==> src/rtl/wake_seq_pkg.sv <==
package wake_seq_pkg;

  typedef enum logic [2:0] {
    ST_RUN,
    ST_STOP,
    ST_WARM,
    ST_RING,
    ST_SWAP
  } seq_state_t;

  // Strobes from control to datapath, valid for one cycle.
  typedef struct packed {
    logic cntClr;
    logic cntEn;
    logic xtalOn;
    logic xtalOff;
    logic ringOn;
    logic ringOff;
    logic pulseRst;
    logic setVecRst;
    logic setVecIrq;
  } wake_strb_t;

endpackage

==> src/rtl/wake_seq_ctrl.sv <==
module wake_seq_ctrl
  import wake_seq_pkg::*;
#(
  parameter bit HAS_RING = 1'b1
) (
  input  logic       clk,
  input  logic       rstN,
  input  logic       stopReq,
  input  logic       wakeIrq,
  input  logic       extRst,
  input  logic       wdogRst,
  input  logic       brownout,
  input  logic       cfgRingSel,
  input  logic       cfgBgEn,
  input  logic       termHit,
  output wake_strb_t strb,
  output logic       cpuRun
);

  localparam bit RingOk = HAS_RING;

  seq_state_t state, nxt;
  logic stopRstCause;
  logic runRstCause;

  // In stop no timer runs, so the watchdog is not a cause there.
  assign stopRstCause = extRst | (brownout & cfgBgEn);
  assign runRstCause  = extRst | wdogRst;

  always_comb begin
    nxt  = state;
    strb = '0;
    unique case (state)
      ST_RUN: begin
        if (runRstCause) begin
          strb.pulseRst  = 1'b1;
          strb.setVecRst = 1'b1;
        end else if (stopReq) begin
          strb.cntClr  = 1'b1;
          strb.xtalOff = 1'b1;
          nxt          = ST_STOP;
        end
      end
      ST_STOP: begin
        if (stopRstCause) begin
          strb.pulseRst  = 1'b1;
          strb.setVecRst = 1'b1;
          strb.xtalOn    = 1'b1;
          nxt            = ST_WARM;
        end else if (wakeIrq) begin
          strb.setVecIrq = 1'b1;
          if (RingOk && cfgRingSel) begin
            strb.ringOn = 1'b1;
            nxt         = ST_RING;
          end else begin
            strb.xtalOn = 1'b1;
            nxt         = ST_WARM;
          end
        end
      end
      ST_WARM: begin
        strb.cntEn = 1'b1;
        if (extRst) begin
          strb.pulseRst  = 1'b1;
          strb.setVecRst = 1'b1;
        end
        if (termHit) nxt = ST_RUN;
      end
      ST_RING: begin
        strb.cntEn = 1'b1;
        if (runRstCause) begin
          strb.pulseRst  = 1'b1;
          strb.setVecRst = 1'b1;
        end
        if (stopReq && !runRstCause) begin
          strb.cntClr  = 1'b1;
          strb.ringOff = 1'b1;
          nxt          = ST_STOP;
        end else if (termHit) begin
          strb.ringOff = 1'b1;
          nxt          = ST_SWAP;
        end
      end
      ST_SWAP: begin
        strb.xtalOn = 1'b1;
        nxt         = ST_RUN;
      end
      default: nxt = ST_WARM;
    endcase
  end

  always_ff @(posedge clk or negedge rstN) begin
    if (!rstN) state <= ST_WARM;
    else       state <= nxt;
  end

  assign cpuRun = (state == ST_RUN) || (state == ST_RING);

  // watchdog alone cannot end stop
  p_wdog_ignored_r4: assert property (@(posedge clk) disable iff (!rstN)
    (state == ST_STOP && wdogRst && !stopRstCause && !wakeIrq) |=> (state == ST_STOP));

  // pin reset always leaves stop into a warm-up
  p_pin_exit_r5: assert property (@(posedge clk) disable iff (!rstN)
    (state == ST_STOP && extRst) |=> (state == ST_WARM && !cpuRun));

  // brownout with detection disabled is ignored
  p_bg_gated_r6: assert property (@(posedge clk) disable iff (!rstN)
    (state == ST_STOP && brownout && !cfgBgEn && !extRst && !wakeIrq) |=> (state == ST_STOP));

  // reset beats a simultaneous interrupt
  p_rst_prio_r10: assert property (@(posedge clk) disable iff (!rstN)
    (state == ST_STOP && stopRstCause && wakeIrq) |=> (state == ST_WARM));

  // ring wake runs the core on the next cycle
  p_ring_now_r2: assert property (@(posedge clk) disable iff (!rstN)
    (state == ST_STOP && wakeIrq && !stopRstCause && cfgRingSel && RingOk) |=> cpuRun);

endmodule

==> src/rtl/wake_seq_dp.sv <==
module wake_seq_dp
  import wake_seq_pkg::*;
#(
  parameter int unsigned WARM_BITS = 16,
  parameter bit          HAS_RING  = 1'b1
) (
  input  logic       clk,
  input  logic       rstN,
  input  wake_strb_t strb,
  input  logic       xtalTick,
  output logic       termHit,
  output logic       rstReq,
  output logic       vecSel,
  output logic       ringGate,
  output logic       xtalGate
);

  localparam logic [WARM_BITS-1:0] CntMax = {WARM_BITS{1'b1}};

  logic [WARM_BITS-1:0] warmCnt;

  // Terminal count: the tick that wraps the counter from all ones.
  assign termHit = strb.cntEn && xtalTick && (warmCnt == CntMax);

  always_ff @(posedge clk or negedge rstN) begin
    if (!rstN)                        warmCnt <= '0;
    else if (strb.cntClr)             warmCnt <= '0;
    else if (strb.cntEn && xtalTick)  warmCnt <= warmCnt + 1'b1;
  end

  always_ff @(posedge clk or negedge rstN) begin
    if (!rstN) begin
      rstReq <= 1'b1;
      vecSel <= 1'b0;
    end else begin
      rstReq <= strb.pulseRst;
      if (strb.setVecRst)      vecSel <= 1'b0;
      else if (strb.setVecIrq) vecSel <= 1'b1;
    end
  end

  // Crystal gate: on during power-on warm-up, closed in stop.
  always_ff @(posedge clk or negedge rstN) begin
    if (!rstN)             xtalGate <= 1'b1;
    else if (strb.xtalOff) xtalGate <= 1'b0;
    else if (strb.xtalOn)  xtalGate <= 1'b1;
  end

  generate
    if (HAS_RING) begin : g_ring
      always_ff @(posedge clk or negedge rstN) begin
        if (!rstN)             ringGate <= 1'b0;
        else if (strb.ringOff) ringGate <= 1'b0;
        else if (strb.ringOn)  ringGate <= 1'b1;
      end
    end else begin : g_no_ring
      assign ringGate = 1'b0;
    end
  endgenerate

  // the two clock gates never overlap
  p_gates_excl_r3: assert property (@(posedge clk) disable iff (!rstN)
    !(ringGate && xtalGate));

  // crystal takes over only after the ring gate was already closed
  p_break_first_r3: assert property (@(posedge clk) disable iff (!rstN)
    (ringGate && strb.ringOff) |=> (!ringGate && !xtalGate));

  // counter is zero after a stop entry
  p_cnt_clear_r9: assert property (@(posedge clk) disable iff (!rstN)
    strb.cntClr |=> (warmCnt == '0));

  // every reset pulse points at the reset vector
  p_rst_vec_r7: assert property (@(posedge clk) disable iff (!rstN)
    rstReq |-> !vecSel);

endmodule

==> src/rtl/wake_seq.sv <==
module wake_seq
  import wake_seq_pkg::*;
#(
  parameter int unsigned WARM_BITS = 16,
  parameter bit          HAS_RING  = 1'b1
) (
  input  logic clk,
  input  logic rstN,
  input  logic stopReq,
  input  logic wakeIrq,
  input  logic extRst,
  input  logic wdogRst,
  input  logic brownout,
  input  logic cfgRingSel,
  input  logic cfgBgEn,
  input  logic xtalTick,
  output logic cpuRun,
  output logic rstReq,
  output logic vecSel,
  output logic ringGate,
  output logic xtalGate
);

  wake_strb_t strb;
  logic       termHit;

  wake_seq_ctrl #(.HAS_RING(HAS_RING)) u_ctrl (
    .clk(clk), .rstN(rstN), .stopReq(stopReq), .wakeIrq(wakeIrq),
    .extRst(extRst), .wdogRst(wdogRst), .brownout(brownout),
    .cfgRingSel(cfgRingSel), .cfgBgEn(cfgBgEn), .termHit(termHit),
    .strb(strb), .cpuRun(cpuRun)
  );

  wake_seq_dp #(.WARM_BITS(WARM_BITS), .HAS_RING(HAS_RING)) u_dp (
    .clk(clk), .rstN(rstN), .strb(strb), .xtalTick(xtalTick),
    .termHit(termHit), .rstReq(rstReq), .vecSel(vecSel),
    .ringGate(ringGate), .xtalGate(xtalGate)
  );

endmodule

==> config.mk <==
export PLATFORM = sky130hd
export DESIGN_NAME = wake_seq
export DESIGN_NICKNAME = d
export VERILOG_FILES = /design/src/rtl/wake_seq_pkg.sv /design/src/rtl/wake_seq_ctrl.sv /design/src/rtl/wake_seq_dp.sv /design/src/rtl/wake_seq.sv
export SDC_FILE = /design/constraint.sdc
export NUM_CORES = 1
export LEC_CHECK = 0
export BUFFER_PORTS_ARGS = -buffer_cell sky130_fd_sc_hd__buf_2
export CORE_UTILIZATION = 56
export DETAILED_ROUTE_END_ITERATION = 8
export PLACE_DENSITY = 0.88
export SETUP_SLACK_MARGIN = 0.3
export SLEW_MARGIN = 20
export SYNTH_ARGS = -nofsm -noshare
export SYNTH_HDL_FRONTEND = slang
export SYNTH_SLANG_ARGS = --single-unit
==> constraint.sdc <==
create_clock -name clk -period 2.45 [get_ports clk]
set_input_delay 0.49 -clock clk [delete_from_list [all_inputs] [get_ports clk]]
set_output_delay 0.49 -clock clk [all_outputs]
set_load 0.02 [all_outputs]
* After elaboration in Yosys (flattened, before gate mapping)
Index checks and enable logic that the tools add are counted.
** Word-level totals
- Bits in registers :: 23
- Bits in read-only memories :: 0
- Memories :: 0
- Latch bits :: 0
- Memory bits (writable) :: 0
- Word-level logic and storage cells :: 74
- Input bits :: 10
- Output and inout bits :: 5
** Cells by class
- Add/subtract/negate cells :: 1
- Bitwise logic cells :: 3
- Reduce and logical (&&, ||, !) cells :: 13
- Mux-type cells :: 41
- Equal/unequal tests :: 10
- Shifts and indexed selects :: 0
- Multiply operators :: 0
- Order comparisons :: 0
- Div/mod/pow operators :: 0
** Operators by type and width (count)
- $mux 16 :: 2
- $mux 1 :: 25
- $mux 3 :: 7
- $add 16x1->16 const B :: 1
- $eq 16x16->1 const B :: 1
- $pmux 3 s5 :: 1
- $reduce_bool 2->1 :: 4
- $eq 3x2->1 const B :: 2
- $mux 2 :: 3
- $ne 2x2->1 const B :: 3
- $ne 3x2->1 const B :: 2
- $pmux 2 s3 :: 1
- $reduce_and 5->1 :: 1
- $pmux 1 s2 :: 2
- $reduce_or 2->1 :: 2
- $eq 3x1->1 const B :: 1
- $eq 3x3->1 const B :: 1
- $logic_and 1x1->1 :: 3
- $logic_not 3->1 :: 1
- $or 1x1->1 :: 2
- $and 1x1->1 :: 1
- $logic_not 1->1 :: 1
- $logic_or 1x1->1 :: 1

* Logic depth before layout (Yosys ltp)
- Word-level depth :: 9
- Mapped depth :: 6
- Depth with buffers taken out :: 5

* Cells and area by module
Synthesis repeated with hierarchy kept, for this count alone.
** Unflattened totals
- Cell total of the unflattened synthesis :: 140
- Area, all modules :: 1287.5 µm²
** Modules (own cells, without submodules)
- wake_seq_dp :: area an instance 952.2 µm², instances 1, seq. area each 503.0 µm², cells each 96
- wake_seq_ctrl :: area an instance 335.3 µm², instances 1, seq. area each 76.3 µm², cells each 44

* Worst setup path after synthesis
No wires, ideal clock.
- Path type :: register to register
- Start :: reg u_dp.warmCnt[0]
- End :: reg u_dp.warmCnt[14]
- Slack :: 0.562 ns
- Cell stages (with the launch flop) :: 7
- Data arrival time :: 1.810 ns
- Buffers on the path :: 1
- Cell sequence :: dfrtp_1 -> ha_1 -> nand4b_4 -> or4_1 -> buf_2 -> or3_1 -> a21oi_1
** On the way
- Longest elaborated chain between the ends :: 3
** Ends and longest elaborated chain
- from (decl) :: RTL line wake_seq_dp.sv:20 : logic [WARM_BITS-1:0] warmCnt;
- from (signal assigned) :: RTL line wake_seq_dp.sv:28 : else if (strb.cntEn && xtalTick) warmCnt <= warmCnt + 1'b1;
- $add 16x1->16 :: RTL line wake_seq_dp.sv:28
- $mux 16 :: RTL line wake_seq_dp.sv:28
- $mux 16 :: RTL line wake_seq_dp.sv:27 : else if (strb.cntClr) warmCnt <= '0;
Every way passes these cells. The select of a mux whose other input is x is not followed.
A chain may end at the register's enable or synchronous reset.

* Worst setup path after layout
Ends and elaborated chain as after synthesis.

==> out/metrics.cfg <==
[floorplan]
fp.coreArea_um2=2020
die_x_um=49.2
fp.dieH_um=49.2
io_pins=15
die_area_um2=2420
rows=16
start_util_pct=61.7

[clock_network]
clock_sinks=23
clockRootBuffer=clkbuf_4
cts_buffer_depth=2
cts_setup_buffers=0
cts.reportedPaths.clkPinSlew_ps=130
cts_buffers=3
clock_latency_ps=300
ctsHtreeMaxLevel=1
cts_tree=built

[global_route]
grt_pass1_wl_um=4480
grt.total_usage_pct=24.0
first_global_vias=1041
antenna_found_initial=0
grt_max_degree=24
grt-ovfl-total=0

[place]
placement.io_buffers=14
routabilityCongestion=0.839
hpwl_um=1910

[cells_and_area]
antenna_cells=0
fin_nets=165
final_cell_mix=dfrtp_1 (20), nor2_1 (14), buf_2 (14)
drive_gt1_share_pct=20.9
multi_input_area_um2=624
seqCellArea_um2=579
final_common_cell=dfrtp_1
n_fill_cell=170
synthToLayoutAreaGrowth_pct=12.0

[logic_synthesis]
syn_inst=135
synthFlopType=dfrtp_1
synth-seq-cells=23
syn_area_per_cell_um2=9.24
ys_types=37
async_flop_share_pct=100
synth_nets=146
mappedNetlistArea_um2=1250
seq_area_frac_synth_pct=46.4
ys_warn_count=0
synth_edf_count=0

[worst_setup_path]
crit_arrival_ps=2320
r2r_slack_ps=350
crit_fanout=7
crit_required_ps=2670
critical_path.startpoint_type=flop
worstRegToRegCells=5
r2r-start=u_dp.warmCnt[0]
worstSetupPathType=reg2reg
timing.rr.end=u_dp.warmCnt[14]
end_kind=flop

[sta]
skew_ps=12.0
hold_violations=0
fmax_mhz=476
period_minus_slack_ps=2100
setup_viol=0
relSlewSlack_pct=66.6
finalMaxSlewViolations=0
period_share_pct=85.7
tns_ps=0
tightest_slew_ps=500
rsz0062_at_grt=no

[flow_run]
maxCapViolCount=0

[route]
ant_nets=0
remaining_drc_errors=0
firstDrtPassIters=4
num_vias=1108
detail_route.wirelength_um=2620
drt_iter0_drc=42
vias_per_cell=6.16
avgRoutedWirePerCell_um=14.6

[power_and_ir_drop]
power_mw=0.827
p_leak_nw=0.605
power_density_nw_per_um2=592
max-vdd-ir-drop_mv=0.410

[outcome]
outcome=finished clean

[min_path]
worstHoldPathType=in2async

-- power by group --
| group | switching (mW) | total, mW | internal [mW] |
|---|---|---|---|
| logic | 0.0917 | 0.161 | 0.0688 |
| registers | 0.0638 | 0.496 | 0.432 |
| clock network | 0.107 | 0.171 | 0.0634 |
| total | 0.263 | 0.827 | 0.564 |
-- how the worst max path moves through the flow --
stage	start	slack, ps	cells after the start	to
3_5_place_dp	xtalTick	420	5	u_dp.warmCnt[14]
4_1_cts	u_ctrl.state[1]	390	4	cpuRun
6_report	u_dp.warmCnt[0]	350	5	u_dp.warmCnt[14]
5_1_grt	u_dp.warmCnt[0]	310	5	u_dp.warmCnt[12]
3_3_place_gp	xtalTick	500	5	u_dp.warmCnt[14]
2_1_floorplan	u_dp.warmCnt[0]	560	6	u_dp.warmCnt[14]
-- final cells by class --
cell class / instances / area share (%)
Sequential cell: 23 / 41.5
Tap cell: 27 / 2.42
Inverter: 7 / 1.88
Multi-Input combinational cell: 100 / 44.7
Clock buffer: 4 / 1.88
Timing Repair Buffer: 19 / 7.70
-- flip-flops by register name (all words and copies together), names as in the netlist --
register and count:
u_ctrl.state 3, u_dp.xtalGate 1, u_dp.ringGate 1, u_dp.vecSel 1
u_dp.warmCnt 16, u_dp.rstReq 1
-- logic make-up after synthesis --
| group | after synthesis | share of synthesized area (%) |
|---|---|---|
| simple gates | 61 | 27.9 |
| compound gates | 28 | 13.7 |
| flops | 23 | 46.4 |
| buf+inv | 12 | 3.71 |
| xor+xnor | 9 | 6.32 |
| mux | 1 | 0.903 |
| fa+ha+maj | 1 | 1.00 |
-- metal layers --
| metal | vias to the layer above | track usage (%) | wire length (µm) |
|---|---|---|---|
| met5 | - | 0 | 0 |
| met4 | 0 | 5.88 | 25 |
| met3 | 6 | 4.36 | 87 |
| met2 | 27 | 39.5 | 1270 |
| met1 | 557 | 32.5 | 1240 |
| li1 | 518 | - | - |
-- what timing repair did --
| item | CTS | global route |
|---|---|---|
| gates resized for setup | 0 | 1 |
| hold buffers | 0 | 0 |
| setup endpoints to repair | 0 | 1 |
-- per-stage QoR --
stage	hold WS, ps	area (µm²)	utilization [%]	setup slack, ps	std cells
floorplan	194	1250	-	562	135
global placement	480	1370	67.7	499	176
detailed placement	482	1370	67.7	424	176
CTS	147	1400	69.0	395	180
global route	154	1400	69.1	305	180
finish	126	1400	69.1	349	180
-- synthesized netlist by cell type, types with 2 or more instances --
library cell / number / area (µm²)
a21oi_1: 9 / 45.0
o22ai_1: 2 / 12.5
nor2_1: 14 / 52.6
or3_1: 4 / 25.0
nor3_1: 6 / 30.0
nand4_1: 3 / 18.8
dfrtp_1: 20 / 500
o21ai_0: 8 / 40.0
nand3_1: 7 / 35.0
a31oi_1: 2 / 12.5
or4_1: 2 / 15.0
nor4_1: 3 / 18.8
clkbuf_1: 4 / 15.0
nor2b_1: 4 / 25.0
nand2_1: 10 / 37.5
xor2_1: 2 / 17.5
inv_1: 7 / 26.3
xnor2_1: 7 / 61.3
dfstp_2: 3 / 78.8
-- worst max-delay path, cell delays in order (launching register included) --
cell	delay (ps)
dfrtp_1	440
ha_1	230
nand4b_4	150
or4_1	650
or3_1	380
a21oi_1	160
(Power assumes the default switching activity.)
